[src/rtl/pwm_rt_pkg.sv]
package pwm_rt_pkg;
   // low-half register selectors (address MSB = 0)
   localparam int unsigned SEL_CTRL   = 0;
   localparam int unsigned SEL_FLOOR  = 1;
   // polarity bits start at this bit of the control word
   localparam int unsigned POL_LSB    = 4;
   localparam int unsigned MAX_CH     = 4;
endpackage

[src/rtl/pwm_rt_counter.sv]
module pwm_rt_counter #(
   parameter int CNT_W = 8
) (
   input  logic             clk,
   input  logic             rst_n,
   input  logic             cnt_en,
   input  logic             halt,
   input  logic [CNT_W-1:0] floor_val,
   output logic             tick,
   output logic             ovf,
   output logic [CNT_W-1:0] cnt_next
);
   localparam logic [CNT_W-1:0] TOP = {CNT_W{1'b1}};

   logic [CNT_W-1:0] cnt_q;

   assign tick     = cnt_en & ~halt;
   assign ovf      = tick & (cnt_q == TOP);
   assign cnt_next = (cnt_q == TOP) ? floor_val : cnt_q + 1'b1;

   always_ff @(posedge clk or negedge rst_n) begin
      if (!rst_n)    cnt_q <= '0;
      else if (tick) cnt_q <= cnt_next;
   end

   assert_reload_floor_R3: assert property (@(posedge clk) disable iff (!rst_n)
      ovf |=> cnt_q == $past(floor_val));
   assert_count_up_R3: assert property (@(posedge clk) disable iff (!rst_n)
      (tick && !ovf) |=> cnt_q == $past(cnt_q) + 1'b1);
   assert_frozen_R10: assert property (@(posedge clk) disable iff (!rst_n)
      halt |=> $stable(cnt_q));
   assert_no_tick_R11: assert property (@(posedge clk) disable iff (!rst_n)
      !cnt_en |=> $stable(cnt_q));
endmodule

[src/rtl/pwm_rt_regs.sv]
module pwm_rt_regs
   import pwm_rt_pkg::*;
#(
   parameter int CNT_W = 8,
   parameter int NCH   = 4,
   parameter int IDX_W = 2
) (
   input  logic             clk,
   input  logic             rst_n,
   input  logic             wr_en,
   input  logic [IDX_W:0]   wr_addr,
   input  logic [CNT_W-1:0] wr_data,
   output logic [NCH-1:0]   ch_en,
   output logic [NCH-1:0]   ch_pol,
   output logic [CNT_W-1:0] floor_val,
   output logic [NCH-1:0]   duty_we
);
   logic hi_sel, wr_ctrl, wr_floor;

   assign hi_sel   = wr_addr[IDX_W];
   assign wr_ctrl  = wr_en & ~hi_sel & (wr_addr[IDX_W-1:0] == IDX_W'(SEL_CTRL));
   assign wr_floor = wr_en & ~hi_sel & (wr_addr[IDX_W-1:0] == IDX_W'(SEL_FLOOR));

   for (genvar i = 0; i < NCH; i++) begin : g_we
      assign duty_we[i] = wr_en & hi_sel & (wr_addr[IDX_W-1:0] == IDX_W'(i));
   end

   always_ff @(posedge clk or negedge rst_n) begin
      if (!rst_n) begin
         ch_en     <= '0;
         ch_pol    <= '0;
         floor_val <= '0;
      end else begin
         if (wr_ctrl) begin
            ch_en  <= wr_data[NCH-1:0];
            ch_pol <= wr_data[POL_LSB +: NCH];
         end
         if (wr_floor) floor_val <= wr_data;
      end
   end

   assert_ctrl_write_R2: assert property (@(posedge clk) disable iff (!rst_n)
      wr_ctrl |=> ch_en == $past(wr_data[NCH-1:0]));
   assert_ctrl_hold_R2: assert property (@(posedge clk) disable iff (!rst_n)
      !wr_ctrl |=> $stable(ch_pol) && $stable(ch_en));
   assert_one_duty_R2: assert property (@(posedge clk) disable iff (!rst_n)
      $onehot0(duty_we));
endmodule

[src/rtl/pwm_rt_channel.sv]
module pwm_rt_channel #(
   parameter int CNT_W = 8
) (
   input  logic             clk,
   input  logic             rst_n,
   input  logic             tick,
   input  logic             ovf,
   input  logic [CNT_W-1:0] cnt_next,
   input  logic [CNT_W-1:0] floor_val,
   input  logic             duty_we,
   input  logic [CNT_W-1:0] wr_data,
   input  logic             en,
   input  logic             pol,
   output logic             pwm
);
   logic [CNT_W-1:0] shadow_q, cmp_q;
   logic             lvl_q;

   always_ff @(posedge clk or negedge rst_n) begin
      if (!rst_n) begin
         shadow_q <= '0;
         cmp_q    <= '0;
         lvl_q    <= 1'b0;
      end else begin
         if (duty_we) shadow_q <= wr_data;
         if (ovf)     cmp_q    <= shadow_q;
         if (ovf)
            lvl_q <= (shadow_q > floor_val);
         else if (tick && (cnt_next == cmp_q))
            lvl_q <= 1'b0;
      end
   end

   assign pwm = en ? (lvl_q ^ pol) : pol;

   assert_shadow_load_R8: assert property (@(posedge clk) disable iff (!rst_n)
      ovf |=> cmp_q == $past(shadow_q));
   assert_cmp_hold_R8: assert property (@(posedge clk) disable iff (!rst_n)
      !ovf |=> $stable(cmp_q));
   assert_level_frozen_R10: assert property (@(posedge clk) disable iff (!rst_n)
      !tick |=> $stable(lvl_q));
   assert_no_pulse_R6: assert property (@(posedge clk) disable iff (!rst_n)
      (ovf && !(shadow_q > floor_val)) |=> !lvl_q);
endmodule

[src/rtl/pwm_reload_timer.sv]
module pwm_reload_timer
   import pwm_rt_pkg::*;
#(
   parameter  int CNT_W = 8,
   parameter  int NCH   = 4,
   localparam int IDX_W = (NCH > 2) ? $clog2(NCH) : 1,
   localparam int AW    = IDX_W + 1
) (
   input  logic             clk,
   input  logic             rst_n,
   input  logic             cnt_en,
   input  logic             halt,
   input  logic             wr_en,
   input  logic [AW-1:0]    wr_addr,
   input  logic [CNT_W-1:0] wr_data,
   output logic [NCH-1:0]   pwm_out,
   output logic [NCH-1:0]   pwm_oe
);
   if (NCH < 1 || NCH > MAX_CH) begin : g_bad_nch
      $error("pwm_reload_timer: NCH out of range");
   end
   if (CNT_W < 2 * MAX_CH || CNT_W > 16) begin : g_bad_w
      $error("pwm_reload_timer: CNT_W must hold the control word");
   end

   logic             tick, ovf;
   logic [CNT_W-1:0] cnt_next, floor_val;
   logic [NCH-1:0]   ch_en, ch_pol, duty_we;

   pwm_rt_counter #(.CNT_W(CNT_W)) u_cnt (
      .clk(clk), .rst_n(rst_n), .cnt_en(cnt_en), .halt(halt),
      .floor_val(floor_val), .tick(tick), .ovf(ovf), .cnt_next(cnt_next));

   pwm_rt_regs #(.CNT_W(CNT_W), .NCH(NCH), .IDX_W(IDX_W)) u_regs (
      .clk(clk), .rst_n(rst_n), .wr_en(wr_en), .wr_addr(wr_addr),
      .wr_data(wr_data), .ch_en(ch_en), .ch_pol(ch_pol),
      .floor_val(floor_val), .duty_we(duty_we));

   for (genvar i = 0; i < NCH; i++) begin : g_ch
      pwm_rt_channel #(.CNT_W(CNT_W)) u_ch (
         .clk(clk), .rst_n(rst_n), .tick(tick), .ovf(ovf),
         .cnt_next(cnt_next), .floor_val(floor_val),
         .duty_we(duty_we[i]), .wr_data(wr_data),
         .en(ch_en[i]), .pol(ch_pol[i]), .pwm(pwm_out[i]));
   end

   assign pwm_oe = ch_en;

   assert_idle_level_R7: assert property (@(posedge clk) disable iff (!rst_n)
      ((pwm_oe & (pwm_out ^ ch_pol)) == pwm_out ^ ch_pol));
endmodule

[config.mk]
export PLATFORM = sky130hd
export DESIGN_NAME = pwm_reload_timer
export DESIGN_NICKNAME = d
export VERILOG_FILES = /design/src/rtl/pwm_rt_pkg.sv /design/src/rtl/pwm_rt_counter.sv /design/src/rtl/pwm_rt_regs.sv /design/src/rtl/pwm_rt_channel.sv /design/src/rtl/pwm_reload_timer.sv
export SDC_FILE = /design/constraint.sdc
export NUM_CORES = 1
export LEC_CHECK = 0
export ABC_AREA = 1
export ABC_CLOCK_PERIOD_IN_PS = 1600
export BUFFER_PORTS_ARGS = -buffer_cell sky130_fd_sc_hd__clkbuf_2
export CELL_PAD_IN_SITES_DETAIL_PLACEMENT = 0
export CELL_PAD_IN_SITES_GLOBAL_PLACEMENT = 2
export CORE_MARGIN = 8
export CORE_UTILIZATION = 30
export DETAILED_ROUTE_END_ITERATION = 12
export MAX_ROUTING_LAYER = met4
export PLACE_DENSITY_LB_ADDON = 0.1
export SETUP_SLACK_MARGIN = 0.2
export SLEW_MARGIN = 20
export SYNTH_ARGS = -nofsm -noshare
export SYNTH_HDL_FRONTEND = slang
export SYNTH_SLANG_ARGS = --single-unit
[constraint.sdc]
create_clock -name clk -period 1.6 [get_ports clk]
set_clock_uncertainty 0.05 [all_clocks]
set_input_delay 0.16 -clock clk [delete_from_list [all_inputs] [get_ports clk]]
set_output_delay 0.16 -clock clk [all_outputs]
set_load 0.05 [all_outputs]
* Word-level counts from Yosys, hierarchy flattened
Index checks and enable logic that the tools add are counted.
Operators by class: $add $sub $neg 1, bitwise gates (word level) 16, shift-type cells 0, reductions and logical operators 9, div/mod/pow operators 0, mux-type cells 13, order comparisons 4, multiply operators 0, equal/unequal tests 8
Operator list (number):
- $eq A8 B8 Y1 | 4
- $gt A8 B8 Y1 | 4
- $mux W1 | 12
- $and A1 B1 Y1 | 10
- $add A8 B1 Y8 const B | 1
- $eq A8 B8 Y1 const B | 1
- $mux W8 | 1
- $reduce_bool A2 Y1 | 4
- $eq A2 B2 Y1 const B | 2
- $logic_and A1 B1 Y1 | 4
- $xor A1 B1 Y1 | 4
- $eq A2 B1 Y1 const B | 1
- $logic_not A2 Y1 | 1
- $not A1 Y1 | 2
Word-level totals: logic and storage cells 67, memories 0, bits in latches 0, flip-flop bits (word level) 92, output and inout port bits 8, bits in writable memories 0, input port bits 16, memory bits (read-only) 0

* Depth between registers and ports, before layout
depth after elaboration 6, gate-level depth with buffers 14

* Modules after synthesis
A second synthesis with hierarchy kept.
Unflattened totals: cell total of the unflattened synthesis 683, area total of the unflattened synthesis 5400.2 sq um
Modules (own cells, without submodules):
- pwm_rt_channel | seq. area each 425.4 sq um, area each 1023.5 sq um, cells an instance 129, instances 4
- pwm_rt_regs | seq. area each 400.4 sq um, area each 716.9 sq um, cells an instance 78, instances 1
- pwm_rt_counter | seq. area each 200.2 sq um, area each 589.3 sq um, cells an instance 89, instances 1

* Least setup slack after synthesis
OpenSTA, ideal clock, no wires.
kind register to register, start point register u_cnt.cnt_q[0], end point register g_ch[0].u_ch.lvl_q, data arrival time 1.595 ns, setup time 0.116 ns, stages on the path, launching flop included 13, period minus slack after synthesis 1.761 ns, buffers on the path 1, slack -0.161 ns, required time 1.434 ns, path through dfrtp_1 -> ha_1 -> nand2_4 -> nor2_8 -> buf_12 -> nand3_4 -> nand2_4 -> xor2_2 -> nand3_1 -> nor2_1 -> nand2_1 -> nand2_1 -> nand2_1
On the way: word-level cells in the longest chain between the ends 5, elaborated cells between the ends (all ways) 8, those cells by class 1 x add/sub; 2 x eq/ne; 2 x mux; 1 x bitwise; 2 x reduce/logical
Ends and longest elaborated chain:
- start: declaration | RTL line pwm_rt_counter.sv:15 | logic [CNT_W-1:0] cnt_q;
- start signal: assignment | RTL line pwm_rt_counter.sv:23 | else if (tick) cnt_q <= cnt_next;
- $add A8 B1 Y8 / $eq A8 B8 Y1 (equally long branches) | RTL line pwm_rt_counter.sv:19, pwm_rt_counter.sv:18
- $mux W8 | RTL line pwm_rt_counter.sv:19 | assign cnt_next = (cnt_q == TOP) ? floor_val : cnt_q + 1'b1;
- $eq A8 B8 Y1 | RTL line pwm_rt_channel.sv:29 | else if (tick && (cnt_next == cmp_q))
- $logic_and A1 B1 Y1 | RTL line pwm_rt_channel.sv:29
- $reduce_bool A2 Y1 (no line)
- end signal: assignment | RTL line pwm_rt_channel.sv:28 | lvl_q <= (shadow_q > floor_val);
- end: declaration | RTL line pwm_rt_channel.sv:17 | logic lvl_q;
Parallel ways exist; a longest one is shown, timed or not. A chain may end at the register's enable or synchronous reset.

* Worst setup path after layout
start point register u_cnt.cnt_q[0], end point register g_ch[1].u_ch.lvl_q
On the way: word-level cells in the longest chain between the ends 5, elaborated cells between the ends (all ways) 8, those cells by class 1 x add/sub; 2 x eq/ne; 2 x mux; 1 x bitwise; 2 x reduce/logical
Ends and longest elaborated chain (RTL line):
- $add A8 B1 Y8 / $eq A8 B8 Y1 (equally long branches) | pwm_rt_counter.sv:19, pwm_rt_counter.sv:18
- $mux W8 | pwm_rt_counter.sv:19
- $eq A8 B8 Y1 | pwm_rt_channel.sv:29
- $logic_and A1 B1 Y1 | pwm_rt_channel.sv:29
- $reduce_bool A2 Y1 (no line)
- end signal: assignment | pwm_rt_channel.sv:28
- end: declaration | pwm_rt_channel.sv:17
Parallel ways exist; a longest one is shown, timed or not.

==> summary.txt <==
Met2 Routed Length - 7.871 mm
Total leakage power - 3.591 nW
Largest cells by area after synthesis - sky130_fd_sc_hd__dfrtp_1 (44%), sky130_fd_sc_hd__nand2_1 (15%), sky130_fd_sc_hd__o21ai_0 (8.1%)
Num CTS Buffers - 9
Kind of capture point of the worst setup path - flip-flop
Max Slew Vio Count - 0
Area overhead of the layout relative to synthesis - 36.67%
Type of the worst min-delay path - primary input to flip-flop
WS Path Type - flip-flop to flip-flop
Placed insts - 989
Detailed router's first-iteration violation count - 212
Combinational cell fraction of total power - 41.9%
Critical path arrival - 2.04 ns
Length of routed wiring on met1 - 8.379 mm
Total Die Area - 0.02204 mm^2
Final WS setup - -0.2424 ns
Core Util, Final - 41.75%
Starting density of the core - 30.55%
Most frequent cells in the layout - sky130_fd_sc_hd__nand2_1 (183), sky130_fd_sc_hd__dfrtp_1 (91), sky130_fd_sc_hd__buf_4 (89)
Routability Congestion - 0.8071
Final HPWL from detailed placement - 13.11 mm
Crit Path Max Fanout - 10
Total internal power - 0.005561 W
Final setup violation count - 37
Clock share of power - 25.0%
CTS H-tree depth - 3
Mapped Area - 0.005265 mm^2
Proportion of netlist area held by the largest area contributor - 43.73%
Detailed route wirelength on metal3 - 393 um
FP Rows - 48
Deepest clock path buffer count - 2
Most common library cell in the layout ignoring fill and taps - sky130_fd_sc_hd__nand2_1
Final hold slack - 0.08113 ns
Most Frequent Cell on Critical Path - sky130_fd_sc_hd__nand2_1
Area of the placeable core - 0.01724 mm^2
Overall via count from detail_route - 4728
Syn Area/Cell - 7.777 um^2
Number of buffer cells added on primary ports - 23
Syn_nets - 726
Critical path data required time - 1.80 ns
Number of synthesized register bits - 92
# nets final - 848
Final wirelength - 17.15 mm
Power per cell area - 1242 mW/mm^2
Clock root cell - sky130_fd_sc_hd__clkbuf_16
First-pass DRT Iterations - 4
Share of post-route cells with drive strength above 1 - 27.74%
Fin crit period - 1.842 ns
Yosys Warn Count - 0
Wire length per cell - 16.67 um
Number of sinks handled by clock tree synthesis - 92
Relative contribution of sequential cells to total power - 33.1%
Max Fclk - 542.8 MHz
Slew HR - 62.21%
Transition time at the pin with the least slew margin - 0.5597 ns
Worst supply voltage drop on vdd - 539.7 uV
NetSw - 0.003373 W
CTS tree - yes
Overflow left after global routing - 0
Instance count of the mapped netlist - 677
Critical path's largest stage delay - 0.39 ns
Violations in the final reports - setup timing
CP cell instances - ha_4 > nand2_4 > nor2_8 > nand2_8 > nand2_1 > nand2_2 > nand2_1 > nand2_1 > nor2_4 > nand2_1 > nor2_1 > nand2_1 > nand2_1 > nand2_1
Uppermost signal routing layer after detailed routing - met4
Top-Level Pins - 24
X dimension of the die - 148.5 um
Max Cap Violations - 0
Maximum number of pins on one net before global-route repair - 47
Ratio of routed vias to standard cells - 4.595
Final non-filler cell total - 1029
Outcome - complete, but fails checks
Die height - 148.5 um
Critical path startpoint category - flip-flop
Cell accounting for the most synthesized area - sky130_fd_sc_hd__dfrtp_1
Setup repair after global routing missed its margin - yes
Clock edge transition at the registers on the reported setup and hold paths - 0.07 ns
Distinct cell type count after synthesis - 31
Initial antenna violation count - 0
Switching share of power - 37.75%
Global-route usage over all layers - 17.08%
Clock latency at the later pin of the worst-skew pair - 0.36 ns
Via count of the first global-routing pass - 4918
Max stage delay cell, worst path - sky130_fd_sc_hd__dfrtp_2
Final period util - 115.1%
Number of routed nets with antenna violations - 0
Sequential-to-total area share from yosys stat - 43.73%
ANT cells - 0
Number of hold violations in the final report - 0
Total DRC errors in the routed layout - 0
First-pass GRT wire length - 27.55 mm
==> worst max-delay path: cells and delay by family (launching register included) <==
| family | cells | cell delay, ns |
|---|---|---|
| simple gates | 13 | 1.13 |
| flops | 1 | 0.39 |
| fa+ha+maj | 1 | 0.16 |
==> final timing paths <==
check	start	to	slack, ns	cells past startpoint
setup / recovery	u_cnt.cnt_q[0]$_DFFE_PN0P_	g_ch[1].u_ch.lvl_q$_DFFE_PN0P_	-0.24	14
hold / removal	wr_data[3]	g_ch[3].u_ch.shadow_q[3]$_DFFE_PN0P_	0.08	3
setup reg to reg	u_cnt.cnt_q[0]$_DFFE_PN0P_	g_ch[1].u_ch.lvl_q$_DFFE_PN0P_	-0.24	14
hold reg to reg	u_regs.floor_val[7]$_DFFE_PN0P_	u_regs.floor_val[7]$_DFFE_PN0P_	0.44	2
max in group asynchronous	rst_n	u_cnt.cnt_q[0]$_DFFE_PN0P_	0.84	3
min in group asynchronous	rst_n	u_regs.floor_val[0]$_DFFE_PN0P_	0.13	2
==> per-layer routing <==
layer,global-route usage (%),vias up
met5,-,-
met4,6.935,0
met3,2.674,24
met2,26.05,63
met1,22.26,2213
li1,-,2428
==> power groups by stage <==
| stage | Clock, W | Combinational [W] | Sequential (W) |
|---|---|---|---|
| after CTS | 0.00229 | 0.00363 | 0.00296 |
| after global placement | 0 | 0.00327 | 0.00300 |
| after detailed placement | 0 | 0.00328 | 0.00301 |
| final | 0.00224 | 0.00374 | 0.00296 |
| after global routing | 0.00239 | 0.00423 | 0.00300 |
| after floorplan | 0 | 0.00186 | 0.00294 |
==> registers in the layout, summed over array words and instances (netlist names) <==
name	count
g_ch.u_ch.cmp_q	32
g_ch.u_ch.shadow_q	32
u_cnt.cnt_q	8
u_regs.floor_val	8
g_ch.u_ch.lvl_q	4
u_regs.ch_en	4
u_regs.ch_pol	4
==> area by class of cell <==
cell class                      count  area [um^2]
Clock inverter                      5        61.31
Inverter                           83        314.1
Sequential cell                    92         2303
Timing Repair Buffer              136         1222
Tap cell                          225        281.5
Multi-Input combinational cell    477         2770
Clock buffer                       11        242.7
Fill cell                        1783        10040
==> Yosys cell counts, drive strengths merged <==
cell,count
inv,82
o21bai,2
nand2,216
xnor2,1
nor2,36
dfrtp,92
a31oi,1
nor3,3
clkbuf,8
nand3b,2
o21ai,85
a21oi,26
o211ai,4
ha,33
xor2,5
nand4,3
o311ai,1
clkinv,1
nand3,59
buf,17
==> cell families (layout without fill, tap and decap cells) <==
group / count (synthesis) / in the layout / share of synthesized area [%]
AOI/OAI and AO/OA: 119 / 119 / 11.69
buffers and inverters: 108 / 235 / 8.935
adders and majority gates: 33 / 33 / 7.842
DFF: 92 / 92 / 43.73
xor gates and xnor gates: 6 / 6 / 1.141
and+or+nand+nor: 319 / 319 / 26.66
==> through the flow <==
stage          worst slack (ns)  TNS (ns)  total power (W)  instance area [um^2]
3_5_place_dp            -0.5321    -2.827         0.006296                  6277
3_3_place_gp            -0.4960    -1.990         0.006274                  6277
2_1_floorplan          -0.09267   -0.3140         0.004803                  5333
4_1_cts                 -0.2762    -5.394         0.008874                  6988
6_report                -0.2424    -4.358         0.008934                  7196
5_1_grt                 -0.3888    -8.237         0.009619                  7196
==> timing repair <==
action | CTS | global route
gates resized for setup | 62 | 44
buffers inserted | 12 | 6
hold buffers | 3 | 0
pin swaps | 20 | 17
endpoints found under the setup margin | 49 | 48
hold endpoints to repair | 94 | 0
cloned | 2 | 1
Note: power is estimated with default switching activity, not from simulation.
